===== config.mk =====
export PLATFORM = sky130hd
export DESIGN_NAME = i2c_gpio_exp
export DESIGN_NICKNAME = d
export VERILOG_FILES = /design/src/rtl/i2c_gpio_pkg.sv /design/src/rtl/i2c_bus_sync.sv /design/src/rtl/i2c_gpio_regs.sv /design/src/rtl/i2c_gpio_exp.sv
export SDC_FILE = /design/constraint.sdc
export NUM_CORES = 1
export LEC_CHECK = 0
export ABC_AREA = 0
export BUFFER_PORTS_ARGS = -buffer_cell sky130_fd_sc_hd__buf_2
export CELL_PAD_IN_SITES_DETAIL_PLACEMENT = 2
export CELL_PAD_IN_SITES_GLOBAL_PLACEMENT = 2
export CORE_ASPECT_RATIO = 1.75
export CORE_MARGIN = 2
export CORE_UTILIZATION = 43
export DETAILED_ROUTE_END_ITERATION = 6
export PLACE_DENSITY = 0.85
export SETUP_SLACK_MARGIN = 0.4
export SLEW_MARGIN = 20
export SYNTH_ARGS = -nofsm -noshare
export SYNTH_HDL_FRONTEND = slang
export SYNTH_SLANG_ARGS = --single-unit

===== constraint.sdc =====
create_clock -name clk_i -period 3.25 [get_ports clk_i]
set_input_delay 0.4875 -clock clk_i [delete_from_list [all_inputs] [get_ports clk_i]]
set_output_delay 0.4875 -clock clk_i [all_outputs]
set_load 0.01 [all_outputs]

===== src/rtl/i2c_gpio_pkg.sv =====
package i2c_gpio_pkg;
  localparam int BYTE_W = 8;

  typedef enum logic [2:0] {
    ST_IDLE, ST_ADDR, ST_CMD, ST_WR, ST_ACK, ST_TX, ST_TXACK, ST_HOLD
  } st_e;

  localparam logic [7:0] PTR_IN  = 8'h00;
  localparam logic [7:0] PTR_OUT = 8'h01;
  localparam logic [7:0] PTR_POL = 8'h02;
  localparam logic [7:0] PTR_CFG = 8'h03;
endpackage


===== src/rtl/i2c_bus_sync.sv =====
module i2c_bus_sync #(
  parameter int STAGES = 2
) (
  input  logic clk_i,
  input  logic rst_ni,
  input  logic scl_i,
  input  logic sda_i,
  output logic sda_o,
  output logic scl_rise_o,
  output logic scl_fall_o,
  output logic start_o,
  output logic stop_o
);
  logic [STAGES-1:0] scl_ff, sda_ff;
  logic scl_q, sda_q, scl_s, sda_s;

  always_ff @(posedge clk_i or negedge rst_ni) begin
    if (!rst_ni) begin
      scl_ff <= '1;
      sda_ff <= '1;
      scl_q  <= 1'b1;
      sda_q  <= 1'b1;
    end else begin
      scl_ff <= {scl_ff[STAGES-2:0], scl_i};
      sda_ff <= {sda_ff[STAGES-2:0], sda_i};
      scl_q  <= scl_s;
      sda_q  <= sda_s;
    end
  end

  assign scl_s      = scl_ff[STAGES-1];
  assign sda_s      = sda_ff[STAGES-1];
  assign sda_o      = sda_s;
  assign scl_rise_o = scl_s & ~scl_q;
  assign scl_fall_o = ~scl_s & scl_q;
  assign start_o    = scl_s & scl_q & sda_q & ~sda_s;
  assign stop_o     = scl_s & scl_q & ~sda_q & sda_s;
endmodule


===== src/rtl/i2c_gpio_regs.sv =====
module i2c_gpio_regs
  import i2c_gpio_pkg::*;
#(
  parameter int SYNC_STAGES = 2
) (
  input  logic              clk_i,
  input  logic              rst_ni,
  input  logic              wr_en_i,
  input  logic [7:0]        wr_sel_i,
  input  logic [BYTE_W-1:0] wr_data_i,
  input  logic [7:0]        rd_sel_i,
  input  logic [BYTE_W-1:0] pin_i,
  output logic [BYTE_W-1:0] rd_data_o,
  output logic [BYTE_W-1:0] pin_o,
  output logic [BYTE_W-1:0] pin_oe_o
);
  logic [BYTE_W-1:0] out_q, pol_q, cfg_q;
  logic [BYTE_W-1:0] pin_ff [SYNC_STAGES];

  for (genvar g = 0; g < SYNC_STAGES; g++) begin : g_pin_sync
    always_ff @(posedge clk_i or negedge rst_ni) begin
      if (!rst_ni)     pin_ff[g] <= '0;
      else if (g == 0) pin_ff[g] <= pin_i;
      else             pin_ff[g] <= pin_ff[(g > 0) ? g-1 : 0];
    end
  end

  always_ff @(posedge clk_i or negedge rst_ni) begin
    if (!rst_ni) begin
      out_q <= '1;
      pol_q <= '0;
      cfg_q <= '1;
    end else if (wr_en_i) begin
      unique case (wr_sel_i)
        PTR_OUT: out_q <= wr_data_i;
        PTR_POL: pol_q <= wr_data_i;
        PTR_CFG: cfg_q <= wr_data_i;
        default: ;  // input register and unmapped pointers are read-only
      endcase
    end
  end

  always_comb begin
    unique case (rd_sel_i)
      PTR_IN:  rd_data_o = pin_ff[SYNC_STAGES-1] ^ pol_q;
      PTR_OUT: rd_data_o = out_q;
      PTR_POL: rd_data_o = pol_q;
      PTR_CFG: rd_data_o = cfg_q;
      default: rd_data_o = '1;
    endcase
  end

  assign pin_o    = out_q;
  assign pin_oe_o = ~cfg_q;
endmodule


===== src/rtl/i2c_gpio_exp.sv =====
module i2c_gpio_exp
  import i2c_gpio_pkg::*;
#(
  parameter logic [3:0] ADDR_HI     = 4'h4,
  parameter int         SYNC_STAGES = 2
) (
  input  logic        clk_i,
  input  logic        rst_ni,
  input  logic        scl_i,
  input  logic        sda_i,
  output logic        sda_oe_o,
  input  logic [2:0]  addr_sel_i,
  input  logic [7:0]  pin_i,
  output logic [7:0]  pin_o,
  output logic [7:0]  pin_oe_o
);
  localparam int CNT_W = $clog2(BYTE_W + 1);
  localparam logic [CNT_W-1:0] CNT_FULL = CNT_W'(BYTE_W);
  localparam logic [CNT_W-1:0] CNT_LAST = CNT_W'(BYTE_W - 1);

  logic sda_s, scl_rise, scl_fall, start_det, stop_det;
  st_e  st_q, nxt_q;
  logic [CNT_W-1:0]  cnt_q;
  logic [BYTE_W-1:0] sh_q, ptr_q, rd_data;
  logic sda_oe_q, rd_mode_q, mack_q;
  logic wr_en;

  i2c_bus_sync #(.STAGES(SYNC_STAGES)) u_sync (
    .clk_i, .rst_ni, .scl_i, .sda_i,
    .sda_o(sda_s), .scl_rise_o(scl_rise), .scl_fall_o(scl_fall),
    .start_o(start_det), .stop_o(stop_det)
  );

  assign wr_en = (st_q == ST_WR) && scl_fall && (cnt_q == CNT_FULL)
                 && !start_det && !stop_det;

  i2c_gpio_regs #(.SYNC_STAGES(SYNC_STAGES)) u_regs (
    .clk_i, .rst_ni,
    .wr_en_i(wr_en), .wr_sel_i(ptr_q), .wr_data_i(sh_q),
    .rd_sel_i(ptr_q), .pin_i, .rd_data_o(rd_data),
    .pin_o, .pin_oe_o
  );

  always_ff @(posedge clk_i or negedge rst_ni) begin
    if (!rst_ni) begin
      st_q      <= ST_IDLE;
      nxt_q     <= ST_IDLE;
      cnt_q     <= '0;
      sh_q      <= '0;
      ptr_q     <= PTR_IN;
      sda_oe_q  <= 1'b0;
      rd_mode_q <= 1'b0;
      mack_q    <= 1'b0;
    end else if (start_det) begin
      st_q     <= ST_ADDR;
      cnt_q    <= '0;
      sda_oe_q <= 1'b0;
    end else if (stop_det) begin
      st_q     <= ST_IDLE;
      sda_oe_q <= 1'b0;
    end else begin
      unique case (st_q)
        ST_ADDR, ST_CMD, ST_WR: begin
          if (scl_rise && cnt_q != CNT_FULL) begin
            sh_q  <= {sh_q[BYTE_W-2:0], sda_s};
            cnt_q <= cnt_q + 1'b1;
          end else if (scl_fall && cnt_q == CNT_FULL) begin
            cnt_q <= '0;
            if (st_q == ST_ADDR) begin
              if (sh_q[7:1] == {ADDR_HI, addr_sel_i}) begin
                sda_oe_q  <= 1'b1;
                rd_mode_q <= sh_q[0];
                nxt_q     <= ST_CMD;
                st_q      <= ST_ACK;
              end else begin
                st_q <= ST_HOLD;
              end
            end else begin
              if (st_q == ST_CMD) ptr_q <= sh_q;
              sda_oe_q  <= 1'b1;
              rd_mode_q <= 1'b0;
              nxt_q     <= ST_WR;
              st_q      <= ST_ACK;
            end
          end
        end
        ST_ACK: if (scl_fall) begin
          cnt_q <= '0;
          if (rd_mode_q) begin
            sh_q     <= rd_data;
            sda_oe_q <= ~rd_data[BYTE_W-1];
            st_q     <= ST_TX;
          end else begin
            sda_oe_q <= 1'b0;
            st_q     <= nxt_q;
          end
        end
        ST_TX: if (scl_fall) begin
          if (cnt_q == CNT_LAST) begin
            sda_oe_q <= 1'b0;
            st_q     <= ST_TXACK;
          end else begin
            sh_q     <= {sh_q[BYTE_W-2:0], 1'b0};
            sda_oe_q <= ~sh_q[BYTE_W-2];
            cnt_q    <= cnt_q + 1'b1;
          end
        end
        ST_TXACK: begin
          if (scl_rise) mack_q <= ~sda_s;
          if (scl_fall) begin
            cnt_q <= '0;
            if (mack_q) begin
              sh_q     <= rd_data;
              sda_oe_q <= ~rd_data[BYTE_W-1];
              st_q     <= ST_TX;
            end else begin
              st_q <= ST_HOLD;
            end
          end
        end
        default: ;  // idle or waiting for STOP
      endcase
    end
  end

  assign sda_oe_o = sda_oe_q;
endmodule


Word level (Yosys, flattened, before mapping)
Cells that the tools add are included.
{"block": "totals", "regBits": 75, "out_inout_bits": 17, "word_cells": 142}
{"block": "op_classes", "n_addsub": 1, "n_eq_ne": 34, "n_mux": 47, "bitwise_logic": 19, "reduce_logical": 24}
{"cell": "one-hot mux 8 bit (4 select lines)", "n": 2}
{"cell": "two-way mux 8 bit", "n": 7}
{"cell": "two-way mux 3 bit", "n": 12}
{"cell": "!= test 4 bit (second input constant)", "n": 9}
{"cell": "two-way mux 4 bit", "n": 7}
{"cell": "== test 8 x 2 -> 1 bit (second input constant)", "n": 2}
{"cell": "!= test 2 bit (second input constant)", "n": 8}
{"cell": "two-way mux 1 bit", "n": 14}
{"cell": "AND reduction 7 bit", "n": 2}
{"cell": "one-hot mux 3 bit (4 select lines)", "n": 1}
{"cell": "one-hot mux 4 bit (3 select lines)", "n": 1}
{"cell": "AND reduction 6 bit", "n": 2}
{"cell": "NOT 1 bit", "n": 10}
{"cell": "AND reduction 10 bit", "n": 1}
{"cell": "== test 3 bit (second input constant)", "n": 3}
{"cell": "== test 8 x 1 -> 1 bit (second input constant)", "n": 1}
{"cell": "zero test 8 bit", "n": 1}
{"cell": "NOT 8 bit", "n": 1}
{"cell": "AND reduction 8 bit", "n": 1}
{"cell": "nonzero test 4 bit", "n": 2}
{"cell": "bitwise XOR 8 bit", "n": 1}
{"cell": "bitwise AND 1 bit", "n": 7}
{"cell": "== test 7 x 6 -> 1 bit", "n": 1}
{"cell": "== test 3 x 2 -> 1 bit (second input constant)", "n": 2}
{"cell": "other kinds (17)", "n": 27}

Longest topological paths before layout
Gate-level depths: netlist of run 1.
{"block": "logic_depth", "depth_word": 8, "mapped_depth": 8, "ltp_nobuf": 7}

By module
Synthesis of run 1 repeated with hierarchy kept, for this count alone.
{"block": "hier_totals", "hier_cells": 290, "hier_area_um2": 3547.2}
{"mod": "i2c_gpio_regs", "instances": 1, "cells_each": 124, "area_per_inst_um2": 1729.2}
{"mod": "i2c_gpio_exp", "instances": 1, "cells_each": 156, "area_per_inst_um2": 1627.8}
{"mod": "i2c_bus_sync", "instances": 1, "cells_each": 10, "area_per_inst_um2": 190.2}

Least setup slack after synthesis of run 1
OpenSTA, ideal clock, no wires.
{"block": "synth_path", "path_type": "register to register", "from": "register cnt_q[0]", "to": "register u_regs.pol_q[0]", "setup_ps": 125, "arrival_time_ps": 2024, "required_ps": 3125, "path_slack_ps": 1101, "stages_incl_launch_ff": 8, "n_path_buf": 0, "path_cell_list": "dfrtp_1 -> inv_1 -> ha_1 -> nand3b_1 -> nor3_1 -> nand4_2 -> nor3b_4 -> mux2_2"}
{"block": "synth_between", "elab_chain_cells": 5}
{"element": "from (decl)", "line": "i2c_gpio_exp.sv:23", "text": "logic [CNT_W-1:0] cnt_q;"}
{"element": "from (signal assigned)", "line": "i2c_gpio_exp.sv:66", "text": "cnt_q <= cnt_q + 1'b1;"}
{"element": "from (signal assigned)", "line": "i2c_gpio_exp.sv:105", "text": "cnt_q <= cnt_q + 1'b1;"}
{"element": "== test 4 bit", "line": "i2c_gpio_exp.sv:34", "text": "assign wr_en = (st_q == ST_WR) && scl_fall && (cnt_q == CNT_FULL)"}
{"element": "logical AND 1 bit", "line": "i2c_gpio_exp.sv:34"}
{"element": "logical AND 1 bit (2 in a row)", "line": "i2c_gpio_exp.sv:35", "text": "&& !start_det && !stop_det;"}
{"element": "AND reduction 2 bit (no line)"}
{"element": "to (signal assigned)", "line": "i2c_gpio_regs.sv:36", "text": "PTR_POL: pol_q <= wr_data_i;"}
{"element": "to (decl)", "line": "i2c_gpio_regs.sv:17", "text": "logic [BYTE_W-1:0] out_q, pol_q, cfg_q;"}
No other way between the ends.
A chain may end at the register's enable or synchronous reset.

Worst setup path in the final report of run 1
{"block": "layout_path", "from": "register cnt_q[0]", "to": "register u_regs.out_q[5] (netlist: u_regs.pin_o[5])"}
{"block": "layout_between", "elab_chain_cells": 5}
{"element": "== test 4 bit", "line": "i2c_gpio_exp.sv:34"}
{"element": "logical AND 1 bit", "line": "i2c_gpio_exp.sv:34"}
{"element": "logical AND 1 bit (2 in a row)", "line": "i2c_gpio_exp.sv:35"}
{"element": "AND reduction 2 bit (no line)"}
{"element": "to (signal assigned)", "line": "i2c_gpio_regs.sv:35", "text": "PTR_OUT: out_q <= wr_data_i;"}
{"element": "to (decl)", "line": "i2c_gpio_regs.sv:17"}
No other way between the ends.

==> summary.md, run 1 <==
| Metric | Value |
|---|---|
| Outcome | `finished, final reports clean` |
| CP startpoint | `cnt_q[0]$_DFFE_PN0P_` |
| Initial antenna violation count | `0` |
| Core footprint | `7910 sq um` |
| Setup slack, reg-to-reg | `0.57 ns` |
| Min cycle time layout | `2.68 ns` |
| Pwr Density | `742 nW/um^2` |
| Slowest-stage cell, CP | `nor3b_4` |
| Warnings, synthesis | `0` |
| Die Ht | `123 um` |
| CP cell instances | `inv_1, ha_1, nand3b_1, nor3_1, nand4_2, nor3b_4, mux2_2` |
| WHS Path Cells | `1` |
| Finished Layout Cells | `432` |
| RSZ-0062 raised after global routing | `no` |
| Io pins | `32` |
| Clock Sinks | `74` |
| Total wire length | `10800 um` |
| Placed Area | `3770 sq um` |
| Area grow syn2layout | `16.1%` |
| Via Count | `2593` |
| Die X | `72.2 um` |
| Combinational share of power | `25.5%` |
| Setup crit end kind | `flip-flop` |
| Hold_ws | `0.248 ns` |
| Rel. slew slack | `37.9%` |
| Diodes inserted | `0` |
| Reg2reg end | `u_regs.pin_o[5]$_DFFE_PN1P_` |
| Final core occ | `51.4%` |
| Max Cap Viol | `0` |
| Post-CTS Setup Inserts | `0` |
| Synth async-reset ratio | `100%` |
| Synth Cell Area | `3500 sq um` |
| CP Launch Type | `flip-flop` |
| Pint | `1.94 mW` |
| Pin count of the biggest net entering global routing | `75` |
| Final Wtd Congestion | `0.775` |
| EDFF count, synth | `0` |
| #FFs+latches synth | `74` |
| Post-synth cell types | `51` |
| Least-Margin Pin Slew | `0.932 ns` |
| Worst Path Arrival | `2.95 ns` |
| Fin crit share | `82.4%` |
| Sequential area share after synthesis | `53.7%` |
| Clock power frac | `33.1%` |
| Inst Count DP | `416` |
| Synth Instances | `301` |
| Slowest stage delay, CP | `0.57 ns` |
| CTS max path bufs | `2` |
| R2r worst-path depth | `7` |
| Initial DRC Count | `137` |
| Hold Path Origin | `pin_i[2]` |
| Finish-stage setup viols | `0` |
| Cell area after layout | `4060 sq um` |
| GR Overflow Total | `0` |
| Clk Latency, worst-skew pair | `0.34 ns` |
| Fill count | `777` |
| Number of global-route vias before repair | `3081` |
| Total power | `3.01 mW` |
| Worst min path class | `in -> reg` |
| Clk_skew | `0.00845 ns` |
| DRC | `0` |
| Avg Synthesized Cell Area | `11.6 sq um` |
| DRT antenna net count | `0` |
| Root Buffer | `clkbuf_16` |
| Clk slew on worst S/H paths | `0.06 ns` |
| Fmax | `373 MHz` |
| Vias/cell | `6.00` |
| Final worst slack | `0.571 ns` |
| Final hold viol count | `0` |
| Starting density of the core | `44.2%` |
| TritonCTS clock tree | `yes` |
| Routed wire length per instance | `25.0 um` |
| Share of cells above drive strength 1 | `33.0%` |
| # hold bufs at CTS | `0` |
| Setup tns final | `0 ns` |
| # resized after CTS | `0` |
| CTS HTree Levels | `3` |
| Fin nets | `354` |
| Worst Path Required | `3.52 ns` |
| Worst Setup Path Type | `reg -> reg` |
| Num CTS Buffers | `9` |
| Tot GR Track Use | `27.1%` |
| Post-Syn Nets | `318` |
| Global-route wire length before repair | `17300 um` |
| Hold EP | `u_regs.pin_ff[10]$_DFF_PN0_` |
| Slew Viols, Final | `0` |
| PortBufs | `31` |
| Sw Pwr | `1.08 mW` |
| Worst reg2reg path startpoint | `cnt_q[0]$_DFFE_PN0P_` |
| Worst-path fanout max | `8` |
| Hpwl dp | `7510 um` |
| Static Leak | `1.80 nW` |
| Cell Rows | `43` |
| DP Worst Slack | `0.708 ns` |
| Sw Share | `35.7%` |
| Die Footprint | `8900 sq um` |
| Worst VDD drop | `367 uV` |
| Drt first pass iters | `4` |
| Sequential Power Share | `41.4%` |
| Main synth FF type | `dfrtp_1` |
==> routing by layer <==
layer	routed length [um]	part of all wire, %	track usage (%)	vias up
li1	-	-	-	1154
met1	3680	34	26.8	1369
met2	6480	60	52.9	44
met3	220	2.0	4.24	26
met4	398	3.7	12.7	0
met5	0	0	0	-
==> Yosys cell counts (all sizes together) (2+ instances only) <==
library cell	count	area [sq um]
nor2	7	26.3
a31oi	4	25.0
nor2b	11	68.8
dfrtp	52	1300
or4	2	18.8
xnor2	11	96.3
o211ai	3	22.5
o21a	2	15.0
mux2	31	349
and3b	3	26.3
nand4	5	37.5
ha	2	25.0
nand4b	3	26.3
nand2b	4	25.0
nor3b	3	45.1
mux2i	16	160
nand2	20	75.1
dfstp	22	578
clkbuf	11	41.3
o22ai	6	37.5
nor3	5	47.5
nor4	2	12.5
inv	19	71.3
a32o	3	30.0
a21oi	6	30.0
and3	2	12.5
nand3b	2	15.0
o21ai	25	125
==> cell families after synthesis <==
family                     count (synthesis)  share of synthesized area [%]
and+or+nand+nor                           76                           14.0
DFF                                       74                           53.7
AOI/OAI and AO/OA                         60                           10.8
muxes                                     47                           14.6
buffers and inverters                     31                           3.36
xor gates and xnor gates                  11                           2.75
adders and majority gates                  2                          0.715
==> area by class of cell <==
cell class	count	area (sq um)	share of cell area, %
sequential	74	1880	46.3
timing repair buffer	37	203	4.99
multi-input combinational	196	1500	36.9
tap	90	113	2.77
inverter	19	71.3	1.76
clock inverter	6	66.3	1.63
clock buffer	10	229	5.64
==> registers in the layout (all words and copies together), names as in the netlist <==
| name | flops |
|---|---|
| u_sync.sda_q | 1 |
| sda_oe_o | 1 |
| u_regs.pin_ff | 16 |
| u_sync.scl_q | 1 |
| u_regs.pol_q | 8 |
| mack_q | 1 |
| rd_mode_q | 1 |
| u_regs.cfg_q | 8 |
| ptr_q | 8 |
| u_sync.scl_ff | 2 |
| st_q | 3 |
| u_sync.sda_ff | 2 |
| u_regs.pin_o | 8 |
| nxt_q | 2 |
| cnt_q | 4 |
| sh_q | 8 |
==> cell usage in the layout, fill, tap and decap left out, types with 6 or more instances in the layout <==
cell / Yosys / layout
dfrtp_1: 52 / 52
mux2_2: 31 / 31
buf_2: 1 / 30
o21ai_0: 25 / 25
dfstp_2: 22 / 22
nand2_1: 20 / 20
inv_1: 19 / 19
mux2i_1: 16 / 16
nor2b_1: 11 / 11
xnor2_1: 11 / 11
clkbuf_16: 0 / 9
nor2_1: 7 / 7
buf_4: 0 / 7
a21oi_1: 6 / 6
o22ai_1: 6 / 6
==> worst max-delay path: cells and delay by family, from the launching register on <==
kind / cells / cell delay (ns)
flops: 1 / 0.41
mux: 1 / 0.41
buf+inv: 1 / 0.09
fa+ha+maj: 1 / 0.17
simple gates: 4 / 1.53
==> worst max-delay path by stage <==
stage / to / slack, ns / depth (start not counted)
after floorplan: u_regs.pol_q[0]$_DFFE_PN0P_ / 1.10 / 7
after global placement: u_regs.pol_q[2]$_DFFE_PN0P_ / 0.88 / 7
after detailed placement: u_regs.pin_o[3]$_DFFE_PN1P_ / 0.71 / 7
after CTS: u_regs.pin_o[5]$_DFFE_PN1P_ / 0.60 / 7
after global routing: u_regs.pol_q[0]$_DFFE_PN0P_ / 0.47 / 7
final: u_regs.pin_o[5]$_DFFE_PN1P_ / 0.57 / 7
==> power groups by stage <==
stage	registers, mW	logic (mW)	clock network (mW)
after floorplan	1.13	0.561	0
after global placement	1.24	0.686	0
after detailed placement	1.25	0.739	0
after CTS	1.24	0.774	1.01
after global routing	1.26	0.841	1.05
final	1.25	0.768	0.997
Power figures use the tool's default switching activity.
==> inputs of run 2 (changes only) <==
Settings changed: CORE_UTILIZATION 43 to 36, PLACE_DENSITY 0.85 to 0.76.
Clock period 3.25 ns to 2.4 ns, I/O delays scaled along.
==> run 2 against run 1 <==
Net effect:
- cell count rose by 14%
- register-to-register slack worse by 0.44 ns
- sequential power is 31% higher
- sequential share of layout area is 5.3 points lower
- non-clock buffer count up 27
- largest cell class unchanged
==> summary.md, run 2 (synthesis results as in run 1) <==
| Metric | Value |
|---|---|
| Final Wtd Congestion | `0.850` |
| Io pins | `32` |
| Die Ht | `134 um` |
| M2 GR Usage | `43.8%` |
| Fin nets | `381` |
| Share of cells above drive strength 1 | `43.6%` |
| Pin count of the biggest net entering global routing | `45` |
| Clk slew on worst S/H paths | `0.06 ns` |
| Rel. slew slack | `60.1%` |
| Tot GR Track Use | `23.0%` |
| Finish-stage setup viols | `0` |
| Total wire length | `11900 um` |
| Setup tns final | `0 ns` |
| Least-Margin Pin Slew | `0.598 ns` |
| R2r worst-path depth | `6` |
| Diodes inserted | `0` |
| Worst VDD drop | `640 uV` |
| Final hold viol count | `0` |
| TritonCTS clock tree | `yes` |
| Biggest register | `u_regs.pin_ff` |
| Initial DRC Count | `87` |
| Slew Viols, Final | `0` |
| Fmax | `441 MHz` |
| Most frequent cells in the layout | `dfrtp_1, buf_2, buf_4` |
| Worst Setup Path Type | `reg -> reg` |
| DRT antenna net count | `0` |
| Max Cap Viol | `0` |
| CTS HTree Levels | `3` |
| RSZ-0062 raised after global routing | `yes` |
| Worst Path Arrival | `2.47 ns` |
| DP Worst Slack | `0.151 ns` |
| Via Count | `2732` |
| Setup crit end kind | `flip-flop` |
| Pwr Density | `983 nW/um^2` |
| GR Overflow Total | `0` |
| Worst min path class | `in -> async` |
| Global-route wire length before repair | `17800 um` |
| Starting density of the core | `36.9%` |
| Num CTS Buffers | `9` |
| Fin crit share | `94.4%` |
| Root Buffer | `clkbuf_16` |
| Routed wire length per instance | `24.1 um` |
| Min cycle time layout | `2.27 ns` |
| Most common cell after layout, fill and taps aside | `dfrtp_1` |
| Area grow syn2layout | `31.3%` |
| Clk_skew | `0.00850 ns` |
| Busiest grt layer | `met2` |
| Number of global-route vias before repair | `3059` |
| Drt first pass iters | `4` |
| Die X | `78.5 um` |
| Met3 GRT Util | `3.90%` |
| DRC | `0` |
| Outcome | `finished, final reports clean` |
| Worst-path fanout max | `8` |
| Die Footprint | `10500 sq um` |
| Cell Rows | `47` |
| Vias/cell | `5.56` |
| Clock Sinks | `74` |
| Hold_ws | `0.0246 ns` |
| Core footprint | `9470 sq um` |
| Clk Latency, worst-skew pair | `0.34 ns` |
| Largest register FFs | `16` |
| Grt met1 use | `23.8%` |
| Final worst slack | `0.135 ns` |
| Hpwl dp | `7390 um` |
| Static Leak | `2.01 nW` |
| Cell area after layout | `4590 sq um` |
| CTS max path bufs | `2` |
| Placed Area | `3910 sq um` |
| Initial antenna violation count | `0` |
| PortBufs | `31` |
| CP Launch Type | `flip-flop` |
| Worst Path Required | `2.61 ns` |
## run 2: changes by cell type in the layout (fill, tap and decap cells not counted), moves of 3 or more
cell,change
buf_4,+21
mux2_2,-19
mux2_4,+19
buf_6,+5
o22ai_1,-4
mux2i_1,-3
o21ai_0,-3
o22ai_2,+3
## run 2: path summary, 6_finish.rpt
kind                                       startpoint                          end  slack [ns]
max                              ptr_q[5]$_DFFE_PN0P_  u_regs.pol_q[5]$_DFFE_PN0P_        0.13
min                                            rst_ni         sda_oe_o$_DFFE_PN0P_        0.02
max reg2reg                      ptr_q[5]$_DFFE_PN0P_  u_regs.pol_q[5]$_DFFE_PN0P_        0.13
min reg2reg                u_regs.pin_ff[8]$_DFF_PN0_   u_regs.pin_ff[0]$_DFF_PN0_        0.35
max in group asynchronous                      rst_ni  u_regs.cfg_q[3]$_DFFE_PN1P_        1.64
min in group clk_i                              sda_i   u_sync.sda_ff[0]$_DFF_PN1_        0.13
## run 2: area by class of cell
class | instances | area, sq um
Sequential cell | 74 | 1880
Timing Repair Buffer | 64 | 437
Tap cell | 122 | 153
Fill cell | 928 | 4880
Clock inverter | 2 | 35.0
Clock buffer | 14 | 264
Inverter | 19 | 71.3
Multi-Input combinational cell | 196 | 1750
## run 2: worst max-delay path: stages (launching register included)
cell and delay [ns]:
dfrtp_1 0.40, or4_4 0.58, nor3_4 0.23, nand4_4 0.17
nor3b_4 0.22, buf_6 0.19, mux2_4 0.32
## run 2: per-stage QoR
step	cells	utilization, %	power (mW)
2_1_floorplan	301	-	2.29
3_3_place_gp	459	41.3	2.69
3_5_place_dp	459	41.3	2.75
4_1_cts	481	46.4	4.29
5_1_grt	491	48.5	4.73
6_report	491	48.5	4.51
## run 2: metal layers
layer | wire (um) | vias to the layer above
met5 | 0 | -
met3 | 251 | 31
li1 | - | 1207
met2 | 6800 | 53
met1 | 4280 | 1441
met4 | 519 | 0
## run 2: timing repair
action / in CTS / in global routing
setup buffers: 6 / 10
setup endpoints to repair: 41 / 43
pin swaps: 8 / 9
hold buffers: 0 / 0
gates resized for setup: 35 / 22
## run 2: where the power goes
group,switching (mW),internal (mW)
clock,0.514,0.862
combinational,0.866,0.629
sequential,0.244,1.40
total,1.62,2.89
